--- config.mk ---
export PLATFORM = sky130hd
export DESIGN_NAME = spi_cmd_decoder
export DESIGN_NICKNAME = d
export VERILOG_FILES = /design/src/rtl/spi_cmd_pkg.sv /design/src/rtl/spi_sync.sv /design/src/rtl/spi_frame_fsm.sv /design/src/rtl/spi_reg_bank.sv /design/src/rtl/spi_cmd_decoder.sv
export SDC_FILE = /design/constraint.sdc
export NUM_CORES = 1
export LEC_CHECK = 0
export BUFFER_PORTS_ARGS = -buffer_cell sky130_fd_sc_hd__clkbuf_2
export CAP_MARGIN = 30
export CORE_MARGIN = 3
export CORE_UTILIZATION = 55
export DETAILED_ROUTE_END_ITERATION = 16
export GPL_TIMING_DRIVEN = 0
export PLACE_DENSITY = 0.71
export SYNTH_ARGS = -nofsm -noshare
export SYNTH_HDL_FRONTEND = slang
export SYNTH_HIERARCHICAL = 1
export SYNTH_SLANG_ARGS = --single-unit
export TNS_END_PERCENT = 30
--- constraint.sdc ---
create_clock -name clk -period 2.68 [get_ports clk]
set_clock_uncertainty 0.05 [all_clocks]
set_input_delay 0.804 -clock clk [delete_from_list [all_inputs] [get_ports clk]]
set_output_delay 0.804 -clock clk [all_outputs]
set_load 0.02 [all_outputs]
--- src/rtl/spi_cmd_pkg.sv ---
package spi_cmd_pkg;
    localparam int FRAME_BITS = 16;
    localparam int DATA_W     = 8;
    localparam int ADDR_W     = 4;

    typedef enum logic [2:0] {
        OP_CLAMP_ON  = 3'b000,
        OP_CLAMP_OFF = 3'b001,
        OP_SLEEP     = 3'b010,
        OP_AGC_HOLD  = 3'b011,
        OP_AGC_FREE  = 3'b100,
        OP_SOFT_RST  = 3'b101,
        OP_READ      = 3'b110,
        OP_WRITE     = 3'b111
    } opcode_e;

    typedef enum logic [1:0] {
        FR_IDLE,
        FR_ACTIVE,
        FR_EXEC
    } frame_state_e;

    typedef struct packed {
        opcode_e            op;
        logic [ADDR_W-1:0]  addr;
        logic [DATA_W-1:0]  data;
        logic               par;
    } frame_t;
endpackage

--- src/rtl/spi_sync.sv ---
module spi_sync #(
    parameter int               WIDTH   = 3,
    parameter int               STAGES  = 2,
    parameter logic [WIDTH-1:0] RST_VAL = '0
) (
    input  logic             clk,
    input  logic             rst_n,
    input  logic [WIDTH-1:0] d,
    output logic [WIDTH-1:0] q
);
    logic [WIDTH-1:0] stage [STAGES];

    always_ff @(posedge clk or negedge rst_n) begin
        if (!rst_n) begin
            for (int i = 0; i < STAGES; i++) stage[i] <= RST_VAL;
        end else begin
            stage[0] <= d;
            for (int i = 1; i < STAGES; i++) stage[i] <= stage[i-1];
        end
    end

    assign q = stage[STAGES-1];
endmodule

--- src/rtl/spi_frame_fsm.sv ---
module spi_frame_fsm
    import spi_cmd_pkg::*;
(
    input  logic   clk,
    input  logic   rst_n,
    input  logic   cs_lo,
    input  logic   sclk_rise,
    input  logic   sdi_s,
    output logic   cmd_vld,
    output logic   win_end,
    output frame_t cmd
);
    localparam int CNT_W = $clog2(FRAME_BITS);

    frame_state_e            st, st_nx;
    logic [CNT_W-1:0]        bit_cnt;
    logic                    got_frame;
    logic [FRAME_BITS-2:0]   sh;

    always_ff @(posedge clk or negedge rst_n) begin
        if (!rst_n) st <= FR_IDLE;
        else        st <= st_nx;
    end

    always_comb begin
        st_nx = st;
        unique case (st)
            FR_IDLE:   if (cs_lo) st_nx = FR_ACTIVE;
            FR_ACTIVE: if (!cs_lo)
                           st_nx = (bit_cnt == '0 && got_frame) ? FR_EXEC : FR_IDLE;
            FR_EXEC:   st_nx = cs_lo ? FR_ACTIVE : FR_IDLE;
            default:   st_nx = FR_IDLE;
        endcase
    end

    always_ff @(posedge clk or negedge rst_n) begin
        if (!rst_n) begin
            bit_cnt   <= '0;
            got_frame <= 1'b0;
            sh        <= '0;
            cmd       <= '0;
        end else if (st != FR_ACTIVE) begin
            bit_cnt   <= '0;
            got_frame <= 1'b0;
        end else if (sclk_rise) begin
            sh      <= {sh[FRAME_BITS-3:0], sdi_s};
            bit_cnt <= bit_cnt + 1'b1;
            if (bit_cnt == CNT_W'(FRAME_BITS - 1)) begin
                got_frame <= 1'b1;
                cmd       <= frame_t'({sh, sdi_s});
            end
        end
    end

    always_comb begin
        cmd_vld = (st == FR_EXEC);
        win_end = (st == FR_ACTIVE) && !cs_lo;
    end
endmodule

--- src/rtl/spi_reg_bank.sv ---
module spi_reg_bank
    import spi_cmd_pkg::*;
#(
    parameter int NUM_CFG = 6
) (
    input  logic              clk,
    input  logic              rst_n,
    input  logic              clr,
    input  logic              wr_en,
    input  logic [ADDR_W-1:0] wr_addr,
    input  logic [DATA_W-1:0] wr_data,
    input  logic              wr_par,
    input  logic [ADDR_W-1:0] rd_addr,
    input  logic [DATA_W-1:0] status,
    output logic [DATA_W:0]   rd_word,
    output logic              par_err
);
    localparam int NUM_ROWS = NUM_CFG + 1;
    localparam int COL_IDX  = NUM_CFG;
    localparam int IDX_W    = $clog2(NUM_ROWS);

    logic [DATA_W-1:0]   data [NUM_ROWS];
    logic [NUM_ROWS-1:0] par;
    logic [NUM_ROWS-1:0] row_bad;
    logic [DATA_W-1:0]   col_bad;

    always_ff @(posedge clk or negedge rst_n) begin
        if (!rst_n) begin
            for (int r = 0; r < NUM_ROWS; r++) data[r] <= (r == COL_IDX) ? '1 : '0;
            par <= '1;
        end else if (clr) begin
            for (int r = 0; r < NUM_ROWS; r++) data[r] <= (r == COL_IDX) ? '1 : '0;
            par <= '1;
        end else if (wr_en && wr_addr < ADDR_W'(NUM_ROWS)) begin
            data[wr_addr[IDX_W-1:0]] <= wr_data;
            par[wr_addr[IDX_W-1:0]]  <= wr_par;
        end
    end

    for (genvar r = 0; r < NUM_ROWS; r++) begin : g_row
        assign row_bad[r] = ~^{data[r], par[r]};
    end

    for (genvar b = 0; b < DATA_W; b++) begin : g_col
        logic [NUM_ROWS-1:0] slice;
        for (genvar r = 0; r < NUM_ROWS; r++) begin : g_bit
            assign slice[r] = data[r][b];
        end
        assign col_bad[b] = ~^slice;
    end

    assign par_err = (|row_bad) | (|col_bad);

    always_comb begin
        rd_word = '0;
        if (rd_addr < ADDR_W'(NUM_ROWS))
            rd_word = {data[rd_addr[IDX_W-1:0]], par[rd_addr[IDX_W-1:0]]};
        else if (rd_addr == ADDR_W'(NUM_ROWS))
            rd_word = {status, ~^status};
    end
endmodule

--- src/rtl/spi_cmd_decoder.sv ---
module spi_cmd_decoder
    import spi_cmd_pkg::*;
#(
    parameter int NUM_CFG     = 6,
    parameter int SYNC_STAGES = 2
) (
    input  logic clk,
    input  logic rst_n,
    input  logic sclk,
    input  logic cs_n,
    input  logic sdi,
    output logic sdo,
    output logic clamp_en,
    output logic sleep,
    output logic agc_hold,
    output logic soft_rst_pulse,
    output logic parity_err
);
    localparam int PAD_W = FRAME_BITS - DATA_W - 1;

    logic [2:0]        sync_q;
    logic              sclk_s, csn_s, sdi_s, sclk_d;
    logic              sclk_rise, sclk_fall, cs_lo;
    logic              cmd_vld, win_end;
    frame_t            cmd;
    logic [DATA_W:0]   rd_word;
    logic [DATA_W-1:0] status;
    logic [FRAME_BITS-1:0] tx;

    spi_sync #(.WIDTH(3), .STAGES(SYNC_STAGES), .RST_VAL(3'b010)) u_sync (
        .clk(clk), .rst_n(rst_n), .d({sclk, cs_n, sdi}), .q(sync_q)
    );
    assign {sclk_s, csn_s, sdi_s} = sync_q;

    always_ff @(posedge clk or negedge rst_n) begin
        if (!rst_n) sclk_d <= 1'b0;
        else        sclk_d <= sclk_s;
    end

    assign sclk_rise = sclk_s & ~sclk_d;
    assign sclk_fall = ~sclk_s & sclk_d;
    assign cs_lo     = ~csn_s;

    spi_frame_fsm u_fsm (
        .clk(clk), .rst_n(rst_n), .cs_lo(cs_lo), .sclk_rise(sclk_rise),
        .sdi_s(sdi_s), .cmd_vld(cmd_vld), .win_end(win_end), .cmd(cmd)
    );

    assign status = {{(DATA_W-4){1'b0}}, agc_hold, clamp_en, sleep, parity_err};

    spi_reg_bank #(.NUM_CFG(NUM_CFG)) u_bank (
        .clk(clk), .rst_n(rst_n),
        .clr(cmd_vld && cmd.op == OP_SOFT_RST),
        .wr_en(cmd_vld && cmd.op == OP_WRITE),
        .wr_addr(cmd.addr), .wr_data(cmd.data), .wr_par(cmd.par),
        .rd_addr(cmd.addr), .status(status),
        .rd_word(rd_word), .par_err(parity_err)
    );

    always_ff @(posedge clk or negedge rst_n) begin
        if (!rst_n) begin
            clamp_en       <= 1'b0;
            sleep          <= 1'b0;
            agc_hold       <= 1'b0;
            soft_rst_pulse <= 1'b0;
        end else begin
            soft_rst_pulse <= 1'b0;
            if (cmd_vld) begin
                if (cmd.op != OP_SLEEP) sleep <= 1'b0;
                unique case (cmd.op)
                    OP_CLAMP_ON:  clamp_en <= 1'b1;
                    OP_CLAMP_OFF: clamp_en <= 1'b0;
                    OP_SLEEP:     sleep    <= 1'b1;
                    OP_AGC_HOLD:  agc_hold <= 1'b1;
                    OP_AGC_FREE:  agc_hold <= 1'b0;
                    OP_SOFT_RST: begin
                        soft_rst_pulse <= 1'b1;
                        clamp_en       <= 1'b0;
                        agc_hold       <= 1'b0;
                    end
                    default: ;
                endcase
            end
        end
    end

    always_ff @(posedge clk or negedge rst_n) begin
        if (!rst_n)
            tx <= '0;
        else if (cmd_vld && cmd.op == OP_READ)
            tx <= {rd_word, {PAD_W{1'b0}}};
        else if (win_end)
            tx <= '0;
        else if (sclk_fall && cs_lo)
            tx <= {tx[FRAME_BITS-2:0], 1'b0};
    end

    assign sdo = tx[FRAME_BITS-1] & cs_lo;
endmodule

# --- Word-level counts from Yosys, hierarchy flattened ---
# Cells that the tools add are included.
totals:
  ram_bits: 0
  output_inout_bits: 6
  inputBits: 5
  reg_bits: 128
  mem_count: 0
  latchBits: 0
  romBits: 0
  wordCells: 136
classes:
  reduce_logical: 46
  n_addsub: 1
  mux: 36
  shift: 0
  n_eq_ne: 15
  bitwise: 9
  n_mul: 0
  div_mod_pow: 0
  magnitude_cmp: 5
op_table:
  columns: ["cell", "count"]
  rows:
  - ["$mux 56", 2]
  - ["$reduce_xnor 9->1", 7]
  - ["$bwmux 56", 1]
  - ["$reduce_xnor 7->1", 8]
  - ["$mux 16", 3]
  - ["$bmux 8 s3", 1]
  - ["$demux 8 s3", 1]
  - ["$mux 8", 3]
  - ["$mux 7", 2]
  - ["$eq 3x3->1 const B", 4]
  - ["$reduce_and 2->1", 6]
  - ["$reduce_bool 2->1", 6]
  - ["$mux 1", 10]
  - ["$logic_and 1x1->1", 9]
  - ["$mux 9", 1]
  - ["$mux 4", 2]
  - ["$reduce_or 8->1", 1]
  - ["$reduce_xnor 8->1", 1]
  - ["$bwmux 7", 1]
  - ["$reduce_or 7->1", 1]
  - ["$eq 3x2->1 const B", 2]
  - ["$mux 2", 3]
  - ["$pmux 2 s3", 1]
  - ["$mux 5", 1]
  - ["27 further kinds", 35]

# --- Longest topological paths before layout ---
# Gate-level depths: netlist of the first run.
depth:
  depth_word: 8
  ltp_mapped: 12
  depth_no_buf: 12

# --- Modules after synthesis ---
# Netlist of the first run, hierarchy kept.
modules_own_cells:
  columns: ["module", "seq_area_each_um2", "cells_per_inst", "instances", "area_per_inst_um2"]
  rows:
  - ["spi_reg_bank", 1595.3, 406, 1, 4231.6]
  - ["spi_frame_fsm", 950.9, 97, 1, 1564.0]
  - ["spi_cmd_decoder", 350.3, 64, 1, 681.9]
  - ["spi_sync", 152.6, 9, 1, 175.2]

# --- Worst setup path after synthesis of the first run ---
# No wires, ideal clock.
synth_path:
  kind: "register to register"
  start: "register u_bank/data[1] (netlist bit)"
  end: "register tx[7]"
  arrival_time_ns: 2.577
  stages_incl_launch_ff: 13
  path_slack_ns: -0.057
  required_time_ns: 2.520
  setup_time_ns: 0.110
  synth_period_minus_slack_ns: 2.737
  path_buffers: 0
  cell_sequence: "dfstp_2 xnor2_1 xnor3_2 xnor2_1 nor4_2 nand4_1 xnor2_1 xnor2_1 xnor2_1 nand2_1 o21ai_0 nand2_1 o41ai_1"
synth_via:
  elab_chain_cells: 7
  word_cells_on_any_way: 9
  classes_between: "3 x mux; 1 x bitwise; 5 x reduce/logical"
synth_lines:
  columns: ["item", "line_no", "source"]
  rows:
  - ["from (decl)", "spi_reg_bank.sv:22", "logic [DATA_W-1:0] data [NUM_ROWS];"]
  - ["from (signal, indexed assignment)", "spi_reg_bank.sv:35", "data[wr_addr[IDX_W-1:0]] <= wr_data;"]
  - ["$reduce_xnor 9->1 / $reduce_xnor 7->1 (equally long branches)", "spi_reg_bank.sv:41, spi_reg_bank.sv:49", null]
  - ["$reduce_or 7->1 / $reduce_or 8->1 (equally long branches)", "spi_reg_bank.sv:52", "assign par_err = (|row_bad) | (|col_bad);"]
  - ["$or 1x1->1 (*)", "spi_reg_bank.sv:52", null]
  - ["via parity_err", "spi_cmd_decoder.sv:17", "output logic parity_err"]
  - ["$reduce_xnor 8->1 (*)", "spi_reg_bank.sv:59", "rd_word = {status, ~^status};"]
  - ["$mux 5 (*)", "spi_reg_bank.sv:58", "else if (rd_addr == ADDR_W'(NUM_ROWS))"]
  - ["$mux 9 (*)", "spi_reg_bank.sv:56", "if (rd_addr < ADDR_W'(NUM_ROWS))"]
  - ["via rd_word[0]", "spi_cmd_decoder.sv:26", "logic [DATA_W:0] rd_word;"]
  - ["$mux 16 (*)", "spi_cmd_decoder.sv:90", "else if (cmd_vld && cmd.op == OP_READ)"]
  - ["to (signal assigned)", "spi_cmd_decoder.sv:91", "tx <= {rd_word, {PAD_W{1'b0}}};"]
  - ["to (signal assigned)", "spi_cmd_decoder.sv:95", "tx <= {tx[FRAME_BITS-2:0], 1'b0};"]
  - ["to (decl)", "spi_cmd_decoder.sv:28", "logic [FRAME_BITS-1:0] tx;"]
# Mark *: on every way through the listed nets, which the timed path passes. The rest lies on a longest branch.
# A chain may end at the register's enable or synchronous reset.

# --- Final worst setup path of the first run ---
layout_path:
  start: "register u_bank/data[9] (netlist bit)"
  end: "output port parity_err"
layout_via:
  elab_chain_cells: 3
  word_cells_on_any_way: 5
  classes_between: "1 x bitwise; 4 x reduce/logical"
layout_lines:
  columns: ["item", "line_no"]
  rows:
  - ["$reduce_xnor 9->1 / $reduce_xnor 7->1 (equally long branches)", "spi_reg_bank.sv:41, spi_reg_bank.sv:49"]
  - ["$reduce_or 7->1 / $reduce_or 8->1 (equally long branches)", "spi_reg_bank.sv:52"]
  - ["$or 1x1->1 (*)", "spi_reg_bank.sv:52"]
  - ["to (decl)", "spi_cmd_decoder.sv:17"]
# Mark *: on every way between the ends. The rest lies on a longest branch, timed or not.

==> flow_summary.yaml, run 1 <==
detailed_routing:
  vias: 4339
  first_pass_iters: 5
  routed_wl_mm: 14.0
  avgViaCountPerCell: 5.59
  wl_per_cell_um: 18.1
  first_iter_violations: 345
  drc: 0
  final_antenna_net_count: 0
die:
  start_util: 0.573
  die-area_mm2: 0.0135
  core.rowCount: 39
  fp.dieH_um: 116
  io_pins: 11
  coreArea_mm2: 0.0116
  die_w_um: 116
clock_network:
  clk_latency_ns: 0.41
  root_buffer: "clkbuf_16"
  numCtsBuffers: 17
  clk_pin_slew_ns: 0.06
  htree_levels: 4
  cts.sinks: 121
  clock_path_buffers: 2
  cts_tree: "yes"
  cts_hold_buf: 0
logic_synthesis:
  synth_flop_cell: "dfrtp_1"
  seq_area_frac_synth: 0.458
  syn_inst: 576
  mappedNetlistArea_mm2: 0.00665
  synthDistinctLibCells: 50
  ys_seq_elements: 121
  syn_area_per_cell_um2: 11.5
  ys_warn_count: 6
  synth_edf_count: 0
  async_flop_share: 1.00
global_routing:
  grt_pass1_vias: 4471
  grt_pass1_wl_mm: 23.5
  antenna_found_initial: 0
  grt_max_degree: 72
  track_usage: 0.229
  grt_overflow: 0
cells_and_area:
  seq_area_mm2: 0.00305
  multi_input_area_mm2: 0.00346
  antenna_cells: 0
  nFillCells: 869
  drive_gt1_frac: 0.227
  nets: 627
  area_delta_synth_final_pct: 14.5
critical_path:
  path_cells: "xor2_1 -> xnor3_1 -> xnor2_1 -> nor4_2 -> nand4_1 -> buf_4 -> clkbuf_8"
  cp_max_fo: 4
  arrival_ns: 2.33
  rr_worst_depth: 15
  r2r_end: "tx[7]"
  critPathSlowestCell: "dfrtp_1"
  max_stage_delay_ns: 0.44
  path_class: "flop to primary output"
  required_ns: 1.83
  start_kind: "flop"
  timing.rr.start: "u_bank/data[9]"
  crit_path_end_kind: "primary output"
  rrSetupSlack_ns: -0.20
sta:
  final_max_slew_viol_count: 0
  period_share: 1.19
  fin_ws_ns: -0.500
  min_period_ns: 3.18
  max_freq_mhz: 314
  worstMarginPinSlew_ns: 0.604
  setup_viol: 2
  hold_viol: 0
  rsz0062_at_grt: "yes"
  final.setup.tns_ns: -0.700
  relSlewSlack: 0.598
power:
  power.density_mw_per_mm2: 569
  ir_drop_mv: 0.571
  p_int_uw: 3350
  seq_power_share: 0.451
  leakage_uw: 0.00372
  pwr-share-comb: 0.036
  switching_share: 0.227
  p_switching_uw: 982
  clockPowerShare: 0.514
placement:
  hpwl_mm: 10.1
  gp_congestion: 0.903
  io_buffers: 10
  pre_cts_ws_ns: -0.286
run_status:
  violations: "negative setup slack"
  status: "finished with violations"
run:
  cap_violations: 0
min_path:
  hp-class: "input port to async pin"
==> worst max path at each step <==
stage | from | end | slack (ns) | cells after the start
6_report | u_bank/data[9] | parity_err | -0.50 | 7
5_1_grt | u_bank/data[49] | parity_err | -0.59 | 7
2_1_floorplan | u_bank/data[1] | parity_err | 0.06 | 5
3_3_place_gp | rst_n | u_fsm/cmd[6] | -1.02 | 1
4_1_cts | u_bank/data[40] | parity_err | -0.57 | 6
3_5_place_dp | u_bank/data[3] | parity_err | -0.29 | 6
==> metal layers <==
metal	track usage	up-vias	share of wire
met1	0.323	2169	0.47
met2	0.354	88	0.46
met5	0	-	0
met3	0.0428	25	0.041
met4	0.0905	0	0.024
li1	-	2057	-
==> sequential cells by signal, indices dropped and copies added (netlist names) <==
signal and cells:
u_fsm/cmd 16, u_fsm/got_frame 1, u_bank/data 56, tx 9, u_sync/q 3, u_sync/stage 3, soft_rst_pulse 1, clamp_en 1
agc_hold 1, sclk_d 1, u_fsm/st 2, u_bank/par 7, u_fsm/sh 15, sleep 1, u_fsm/bit_cnt 4
==> power groups by stage <==
stage / registers, uW / logic, uW / clock network [uW]
2_1_floorplan: 1960 / 97.2 / 0
3_3_place_gp: 1980 / 145 / 0
3_5_place_dp: 1980 / 157 / 0
4_1_cts: 1950 / 160 / 2260
5_1_grt: 1960 / 173 / 2370
6_report: 1950 / 154 / 2220
==> logic make-up after synthesis <==
family,after synthesis,share of synthesized area
and+or+nand+nor,146,0.109
DFF,121,0.458
xor gates and xnor gates,107,0.156
muxes,99,0.178
AOI/OAI and AO/OA,63,0.0651
buffers and inverters,37,0.0305
adders and majority gates,2,0.00376
other,1,0.000564
==> cell usage after synthesis (3+ instances only) <==
cell type	count	area, um^2
xnor3_1	6	135
a211o_1	14	123
nand2_1	49	184
nand3b_1	4	30.0
xnor2_1	80	701
inv_1	8	30.0
nand2b_1	4	25.0
clkbuf_1	8	30.0
o21ai_2	8	70.1
dfstp_2	17	447
mux2_4	10	150
nor2b_1	13	81.3
dfrtp_1	104	2600
mux4_2	9	203
nand3_1	3	15.0
buf_4	8	60.1
o211ai_1	9	67.6
buf_1	3	11.3
mux2_2	22	248
a21oi_1	8	40.0
buf_2	8	40.0
o21ai_0	19	95.1
mux2i_1	58	581
xor2_1	20	175
nor2_1	53	199
==> cell type report <==
class,count,share of cell area
multi-input cells,425,0.454
flip-flops and latches,121,0.400
clock buffers,18,0.0564
well taps,143,0.0235
plain buffers,29,0.0227
clock inverters,14,0.0197
repair buffers,18,0.0194
inverters,8,0.00394
==> critical path, delay by kind of cell, from the launching register on <==
| kind | cells | cell delay [ns] |
|---|---|---|
| xor+xnor | 3 | 0.79 |
| buf+inv | 2 | 0.33 |
| flops | 1 | 0.44 |
| simple gates | 2 | 0.35 |
==> placed cells by master, fill, tap and decap left out, types with 9 or more instances in the layout <==
cell type / netlist / routed
dfrtp_1: 104 / 104
xnor2_1: 80 / 76
mux2i_1: 58 / 58
nor2_1: 53 / 53
nand2_1: 49 / 49
mux2_2: 22 / 22
xor2_1: 20 / 20
o21ai_0: 19 / 19
clkbuf_16: 0 / 17
dfstp_2: 17 / 17
buf_4: 8 / 15
a211o_1: 14 / 14
nor2b_1: 13 / 13
mux2_4: 10 / 10
clkbuf_1: 8 / 9
mux4_2: 9 / 9
o211ai_1: 9 / 9
==> stage by stage <==
step           instance area [um^2]  hold WS (ns)  instances  total power, uW   util
5_1_grt                        7610         0.303        776             4500  0.656
4_1_cts                        7610         0.299        775             4380  0.655
2_1_floorplan                  6680         0.281        583             2060      -
3_5_place_dp                   6940         0.290        737             2140  0.598
6_report                       7610         0.295        776             4330  0.656
3_3_place_gp                   6910         0.286        736             2120  0.595
==> what timing repair did <==
action / CTS / global route
pin swaps: 3 / 1
gates resized for setup: 6 / 0
setup endpoints to repair: 2 / 2
buffers inserted: 6 / 1
Power figures use the tool's default switching activity.
==> run 2, diff against run 1 <==
- RECOVER_POWER: unset -> 100
==> flow_summary.yaml, run 2 (synthesis results as in run 1) <==
run_status:
  status: "finished with violations"
  violations: "negative setup slack"
cells_and_area:
  nets: 627
  antenna_cells: 0
  regMostFlops: "u_bank/data"
  largest_register_ffs: 56
  seq_area_mm2: 0.00305
  nFillCells: 899
  multi_input_area_mm2: 0.00340
  drive_gt1_frac: 0.202
  area_delta_synth_final_pct: 12.7
  final_cell_mix: "104 x dfrtp_1, 76 x xnor2_1, 58 x mux2i_1"
  top_regs: "u_bank/data: 56 flops, u_fsm/cmd: 16 flops, u_fsm/sh: 15 flops"
  final_common_cell: "dfrtp_1"
die:
  core.rowCount: 39
  die_w_um: 116
  die-area_mm2: 0.0135
  coreArea_mm2: 0.0116
  fp.dieH_um: 116
  start_util: 0.573
  io_pins: 11
detailed_routing:
  wl_met3_um: 587
  vias: 4344
  final_antenna_net_count: 0
  routed_wl_mm: 14.1
  top_layer: "met4"
  first_iter_violations: 324
  avgViaCountPerCell: 5.60
  first_pass_iters: 5
  met2_length_mm: 6.47
  wl_met1_mm: 6.74
  wl_per_cell_um: 18.2
  drc: 0
clock_network:
  clk_latency_ns: 0.41
  root_buffer: "clkbuf_16"
  clk_pin_slew_ns: 0.06
  htree_levels: 4
  numCtsBuffers: 17
  cts_tree: "yes"
  clock_path_buffers: 2
  cts.sinks: 121
placement:
  gp_congestion: 0.903
  io_buffers: 10
  pre_cts_ws_ns: -0.286
  hpwl_mm: 10.1
sta:
  fin_ws_ns: -0.510
  hold_viol: 0
  final_max_slew_viol_count: 0
  worstMarginPinSlew_ns: 1.28
  max_freq_mhz: 313
  setup_viol: 2
  period_share: 1.19
  relSlewSlack: 0.146
  rsz0062_at_grt: "yes"
  final.setup.tns_ns: -0.724
  min_period_ns: 3.19
power:
  seq_power_share: 0.452
  ir_drop_mv: 0.571
  leakage_uw: 0.00361
  p_int_uw: 3340
  p_switching_uw: 980
  power.density_mw_per_mm2: 576
  clockPowerShare: 0.515
  switching_share: 0.227
  total_power_uw: 4320
  pwr-share-comb: 0.033
critical_path:
  start_kind: "flop"
  path_class: "flop to primary output"
  rr_worst_depth: 15
  cp_max_fo: 4
  crit_path_end_kind: "primary output"
  required_ns: 1.83
  arrival_ns: 2.34
min_path:
  hp-class: "flop to flop"
  hold_depth: 0
global_routing:
  grt_pass1_vias: 4471
  grt_max_degree: 72
  grt_pass1_wl_mm: 23.5
  track_usage: 0.229
  grt_overflow: 0
  antenna_found_initial: 0
run:
  cap_violations: 0
[run 2: changes by cell type in the layout (fill, tap and decap cells not counted), sizes merged]
| cell | previous run | this run |
|---|---|---|
| buf | 29 | 16 |
| clkbuf | 36 | 49 |
[run 2: power groups by stage]
| stage | Combinational [uW] | Sequential, uW | Clock, uW |
|---|---|---|---|
| 2_1_floorplan | 97.2 | 1960 | 0 |
| 3_3_place_gp | 145 | 1980 | 0 |
| 3_5_place_dp | 157 | 1980 | 0 |
| 4_1_cts | 160 | 1950 | 2260 |
| 5_1_grt | 163 | 1960 | 2370 |
| 6_report | 144 | 1950 | 2220 |
[run 2: worst paths after layout]
check	startpoint	endpoint	slack [ns]
worst max-delay path	u_bank/data[9]	parity_err	-0.51
worst min-delay path	u_sync/stage[3]	u_sync/q[0]	0.30
worst max register to register	u_bank/data[9]	tx[7]	-0.21
worst min register to register	u_sync/stage[3]	u_sync/q[0]	0.30
max in group asynchronous	rst_n	u_fsm/sh[5]	0.28
min in group asynchronous	rst_n	tx[14]	0.61
[run 2: critical path, stage by stage, from the launching register on]
cell and delay (ns):
dfrtp_1 0.44, xor2_1 0.18, xnor3_1 0.43, xnor2_1 0.18, nor4_2 0.23, nand4_1 0.12, buf_4 0.18, clkbuf_8 0.15
[run 2: routing by layer]
layer / up-vias / track usage
met5: - / 0
met4: 0 / 0.0905
met3: 24 / 0.0428
met2: 97 / 0.354
met1: 2169 / 0.323
li1: 2054 / -
[run 2: timing repair]
item,in CTS,in global routing
setup endpoints to repair,2,2
resized for setup,6,0
pin swaps,3,1
hold buffers,0,0
setup buffers,6,1
[run 2: final cells by class]
class                           instances  share of cell area
Buffer                                 29              0.0195
Timing Repair Buffer                   18              0.0150
Sequential cell                       121               0.407
Clock buffer                           18              0.0572
Clock inverter                         14              0.0200
Inverter                                8             0.00401
Multi-Input combinational cell        425               0.454
Tap cell                              143              0.0239
[run 2: through the flow]
stage / hold WS (ns) / area (um^2) / cells / util
after global placement: 0.286 / 6910 / 736 / 0.595
after detailed placement: 0.290 / 6940 / 737 / 0.598
final: 0.301 / 7500 / 776 / 0.646
after global routing: 0.303 / 7500 / 776 / 0.646
after floorplan: 0.281 / 6680 / 583 / -
after CTS: 0.299 / 7610 / 775 / 0.655
